==> src/rtl/fwd_pkg.sv <==
package fwd_pkg;
  typedef enum logic [1:0] {
    FWD_RF  = 2'b00,
    FWD_WB  = 2'b01,
    FWD_MEM = 2'b10
  } fwd_sel_e;
endpackage

==> src/rtl/fwd_match.sv <==
module fwd_match #(
  parameter int ID_W = 5
) (
  input  logic [ID_W-1:0] src_id_i,
  input  logic            mem_we_i,
  input  logic [ID_W-1:0] mem_rd_i,
  input  logic            wb_we_i,
  input  logic [ID_W-1:0] wb_rd_i,
  output fwd_pkg::fwd_sel_e sel_o
);
  logic mem_hit, wb_hit;

  always_comb begin
    mem_hit = mem_we_i && (mem_rd_i != '0) && (mem_rd_i == src_id_i);
    wb_hit  = wb_we_i  && (wb_rd_i  != '0) && (wb_rd_i  == src_id_i);
    // younger stage first
    if (mem_hit)     sel_o = fwd_pkg::FWD_MEM;
    else if (wb_hit) sel_o = fwd_pkg::FWD_WB;
    else             sel_o = fwd_pkg::FWD_RF;
  end
endmodule

==> src/rtl/fwd_operand_mux.sv <==
module fwd_operand_mux #(
  parameter int DATA_W = 32
) (
  input  fwd_pkg::fwd_sel_e   sel_i,
  input  logic [DATA_W-1:0]   rf_i,
  input  logic [DATA_W-1:0]   wb_i,
  input  logic [DATA_W-1:0]   mem_i,
  output logic [DATA_W-1:0]   data_o
);
  always_comb begin
    unique case (sel_i)
      fwd_pkg::FWD_MEM: data_o = mem_i;
      fwd_pkg::FWD_WB:  data_o = wb_i;
      default:          data_o = rf_i;
    endcase
  end
endmodule

==> src/rtl/fwd_opnd_reg.sv <==
module fwd_opnd_reg #(
  parameter int DATA_W = 32
) (
  input  logic              clk_i,
  input  logic              rst_ni,
  input  logic [DATA_W-1:0] d_i,
  output logic [DATA_W-1:0] q_o
);
  always_ff @(posedge clk_i or negedge rst_ni) begin
    if (!rst_ni) q_o <= '0;
    else         q_o <= d_i;
  end
endmodule

==> src/rtl/fwd_unit.sv <==
module fwd_unit #(
  parameter int ID_W   = 5,
  parameter int DATA_W = 32
) (
  input  logic              clk_i,
  input  logic              rst_ni,
  input  logic [ID_W-1:0]   src_a_id_i,
  input  logic [ID_W-1:0]   src_b_id_i,
  input  logic              mem_we_i,
  input  logic [ID_W-1:0]   mem_rd_i,
  input  logic              wb_we_i,
  input  logic [ID_W-1:0]   wb_rd_i,
  input  logic [DATA_W-1:0] rf_a_data_i,
  input  logic [DATA_W-1:0] rf_b_data_i,
  input  logic [DATA_W-1:0] mem_data_i,
  input  logic [DATA_W-1:0] wb_data_i,
  output logic [1:0]        fwd_a_o,
  output logic [1:0]        fwd_b_o,
  output logic [DATA_W-1:0] opnd_a_o,
  output logic [DATA_W-1:0] opnd_b_o
);
  localparam int NUM_SRC = 2;

  logic [ID_W-1:0]   src_id  [NUM_SRC];
  logic [DATA_W-1:0] rf_data [NUM_SRC];
  logic [DATA_W-1:0] mux_d   [NUM_SRC];
  logic [DATA_W-1:0] opnd_q  [NUM_SRC];
  fwd_pkg::fwd_sel_e sel     [NUM_SRC];

  assign src_id[0]  = src_a_id_i;
  assign src_id[1]  = src_b_id_i;
  assign rf_data[0] = rf_a_data_i;
  assign rf_data[1] = rf_b_data_i;

  for (genvar g = 0; g < NUM_SRC; g++) begin : g_src
    fwd_match #(.ID_W(ID_W)) u_match (
      .src_id_i (src_id[g]),
      .mem_we_i (mem_we_i),
      .mem_rd_i (mem_rd_i),
      .wb_we_i  (wb_we_i),
      .wb_rd_i  (wb_rd_i),
      .sel_o    (sel[g])
    );

    fwd_operand_mux #(.DATA_W(DATA_W)) u_mux (
      .sel_i  (sel[g]),
      .rf_i   (rf_data[g]),
      .wb_i   (wb_data_i),
      .mem_i  (mem_data_i),
      .data_o (mux_d[g])
    );

    fwd_opnd_reg #(.DATA_W(DATA_W)) u_reg (
      .clk_i  (clk_i),
      .rst_ni (rst_ni),
      .d_i    (mux_d[g]),
      .q_o    (opnd_q[g])
    );
  end

  assign fwd_a_o  = sel[0];
  assign fwd_b_o  = sel[1];
  assign opnd_a_o = opnd_q[0];
  assign opnd_b_o = opnd_q[1];
endmodule

==> config.mk <==
export PLATFORM = sky130hd
export DESIGN_NAME = fwd_unit
export DESIGN_NICKNAME = d
export VERILOG_FILES = /design/src/rtl/fwd_pkg.sv /design/src/rtl/fwd_match.sv /design/src/rtl/fwd_operand_mux.sv /design/src/rtl/fwd_opnd_reg.sv /design/src/rtl/fwd_unit.sv
export SDC_FILE = /design/constraint.sdc
export NUM_CORES = 1
export LEC_CHECK = 0
export BUFFER_PORTS_ARGS = -buffer_cell sky130_fd_sc_hd__buf_2
export CORE_MARGIN = 2
export CORE_UTILIZATION = 45
export DETAILED_ROUTE_END_ITERATION = 8
export PLACE_DENSITY = 0.78
export SYNTH_ARGS = -nofsm -noshare
export SYNTH_HDL_FRONTEND = slang
export SYNTH_SLANG_ARGS = --single-unit
export TNS_END_PERCENT = 100
==> constraint.sdc <==
create_clock -name clk_i -period 2 [get_ports clk_i]
set_input_delay 0.2 -clock clk_i [delete_from_list [all_inputs] [get_ports clk_i]]
set_output_delay 0.2 -clock clk_i [all_outputs]
set_load 0.05 [all_outputs]
==> results.toml <==
[yosys]
syn-cell-area_sq_um = 3960
synth.yosys.seq_area_share_pct = 40.5
netlist_instances = 457
ys_types = 25
ys_ff_latch = 64
syn_avg_cell_area_sq_um = 8.66
yosys_warnings = 0
syn_nets = 609

[timing]
hold_viol = 0
max_slew_margin_pct = 62.1
fin_crit_ns = 1.97
tightest_slew_ns = 0.569
setup_viol = 0
fmaxAchievable_mhz = 507
min_period_over_period_pct = 98.6
rsz0062_at_grt = "no"
fin_tns_setup_ns = 0
drv_slew = 0

[floorplan]
die_x_um = 97.8
num_rows = 34
pin_count = 220
die_y_um = 97.8
start_util_pct = 45.8
die_area_sq_um = 9560
core_area_sq_um = 8640

[drt]
met3_length_mm = 1.51
vias_per_cell = 6.30
dr.pass1.iters = 5
met2_length_mm = 7.24
wl_met1_mm = 5.56
routed_wirelength_mm = 14.8
drc = 0
ant_nets = 0
drt_iter0_drc = 336
vias = 4839
wl_per_cell_um = 19.3
dr.max_layer_used = "met4"

[clock_network]
cts.reportedPaths.clkPinSlew_ns = 0.08
numClockSinks = 64
clock_path_buffers = 2
numCtsBuffers = 9
ctsRootBufferMaster = "clkbuf_8"
h-tree-depth = 3
cts_tree = "built"

[final_layout]
largest_registers = "g_src.u_reg.q_o x64"
fin_nets = 807
final_cell_mix = "buf_2 (216), dfrtp_1 (64), o31ai_1 (63), nor3_1 (63), a31oi_1 (63)"
n_fill_cell = 750
antenna_cells = 0
top_register = "g_src.u_reg.q_o"
layout_commonest_cell = "buf_2"
drive_gt1_share_pct = 42.1
seqCellArea_sq_um = 1600
finish.utilization_pct = 64.6
largest_reg_flops = 64
area_delta_synth_final_pct = 40.9
multi_input_area_sq_um = 2030

[setup_path]
required_ns = 1.80
crit_type = "primary input to primary output"
crit_path_end_kind = "primary output"
worstSetupStartpointType = "primary input"
worstPathArrival_ns = 1.77
crit_fanout = 2

[job]
drv_cap = 0

[global_routing]
antenna_found_initial = 0
grt_pass1_vias = 4730
overflow = 0
grt_max_degree = 66
grt_usage_pct = 30.7
grt_pass1_wl_mm = 23.6

[min_path]
worstHoldPathType = "primary input to flip-flop"

[power_and_ir_drop]
peakVddDrop_v = 0.000333
leakagePower_nw = 2.45
p_per_area_nw_per_um2 = 708
finalPower_mw = 3.95

[place]
dpl.hpwl_mm = 10.1
gp_congestion = 0.890
portBuffers = 219

[status]
outcome = "finished, final reports clean"
==> where the power goes <==
part / switching, mW / leakage, nW / internal, mW
sequential: 0.0251 / 0.746 / 1.39
combinational: 0.900 / 1.60 / 0.377
clock: 0.522 / 0.106 / 0.735
total: 1.45 / 2.45 / 2.50
==> cells in the mapped netlist <==
cell / count / area, sq um
a21boi_1: 1 / 7.51
clkbuf_1: 39 / 146
a31oi_1: 63 / 394
o31ai_1: 63 / 473
nor2_1: 1 / 3.75
inv_2: 2 / 7.51
xor2_1: 5 / 43.8
a21bo_1: 1 / 10.0
or3_1: 2 / 12.5
nor4_1: 4 / 25.0
o31a_1: 2 / 17.5
buf_1: 3 / 11.3
buf_2: 19 / 95.1
nor3_1: 64 / 320
or4_1: 31 / 233
nand4_1: 34 / 213
or2_1: 3 / 18.8
or4_4: 1 / 11.3
buf_4: 3 / 22.5
dfrtp_1: 64 / 1600
xnor2_1: 15 / 131
nand2_1: 1 / 3.75
inv_1: 33 / 124
o211ai_2: 2 / 25.0
nand3_1: 1 / 5.00
==> final timing paths <==
path / from / end / slack, ns / cells past startpoint
worst max-delay path: mem_rd_i[3] / fwd_b_o[0] / 0.03 / 7
worst min-delay path: rf_b_data_i[21] / g_src[1].u_reg.q_o[21] / 0.12 / 3
max in group asynchronous: rst_ni / g_src[0].u_reg.q_o[24] / 1.29 / 3
min in group asynchronous: rst_ni / g_src[1].u_reg.q_o[0] / 0.39 / 3
==> area by class of cell <==
type	instances	share of cell area (%)
Clock buffer	11	2.54
Clock inverter	5	1.44
Multi-Input combinational cell	294	36.4
Tap cell	108	2.42
Inverter	35	2.36
Timing Repair Buffer	251	26.1
Sequential cell	64	28.7
==> per-layer routing <==
metal	GRT usage, %	up-vias
met5	0	-
met4	13.5	0
met3	7.52	51
met2	50.7	357
met1	38.4	2276
li1	-	2155
==> kinds of logic (layout without fill, tap and decap cells) <==
group           Yosys count  count (layout)  share of synthesized area [%]
simple gates            142             142                           21.4
compound gates          132             132                           23.4
flops                    64              64                           40.5
xor+xnor                 20              20                           4.43
buf+inv                  99             302                           10.3
==> what timing repair did <==
item / in CTS / in global routing
pin swaps: 0 / 1
setup buffers: 0 / 0
cloned: 0 / 0
endpoints found under the setup margin: 2 / 2
gates resized for setup: 3 / 2
endpoints found under the hold margin: 64 / 0
hold buffers: 1 / 0
==> worst max-delay path: stages <==
cell      delay (ns)
buf_6           0.09
or4_4           0.56
o211ai_4        0.18
or2_1           0.16
inv_2           0.06
nor4_4          0.31
buf_6           0.21
==> stage by stage <==
stage / std cells / area [sq um] / setup WS (ns) / hold WS, ns
global placement: 751 / 5330 / -0.0519 / 0.240
floorplan: 457 / 3990 / -0.102 / -0.0956
detailed placement: 751 / 5330 / -0.0791 / 0.247
finish: 768 / 5580 / 0.0274 / 0.121
global route: 768 / 5580 / 0.00376 / 0.110
CTS: 768 / 5570 / 0.00654 / 0.109
No activity file was read; power rests on OpenSTA's default activity.
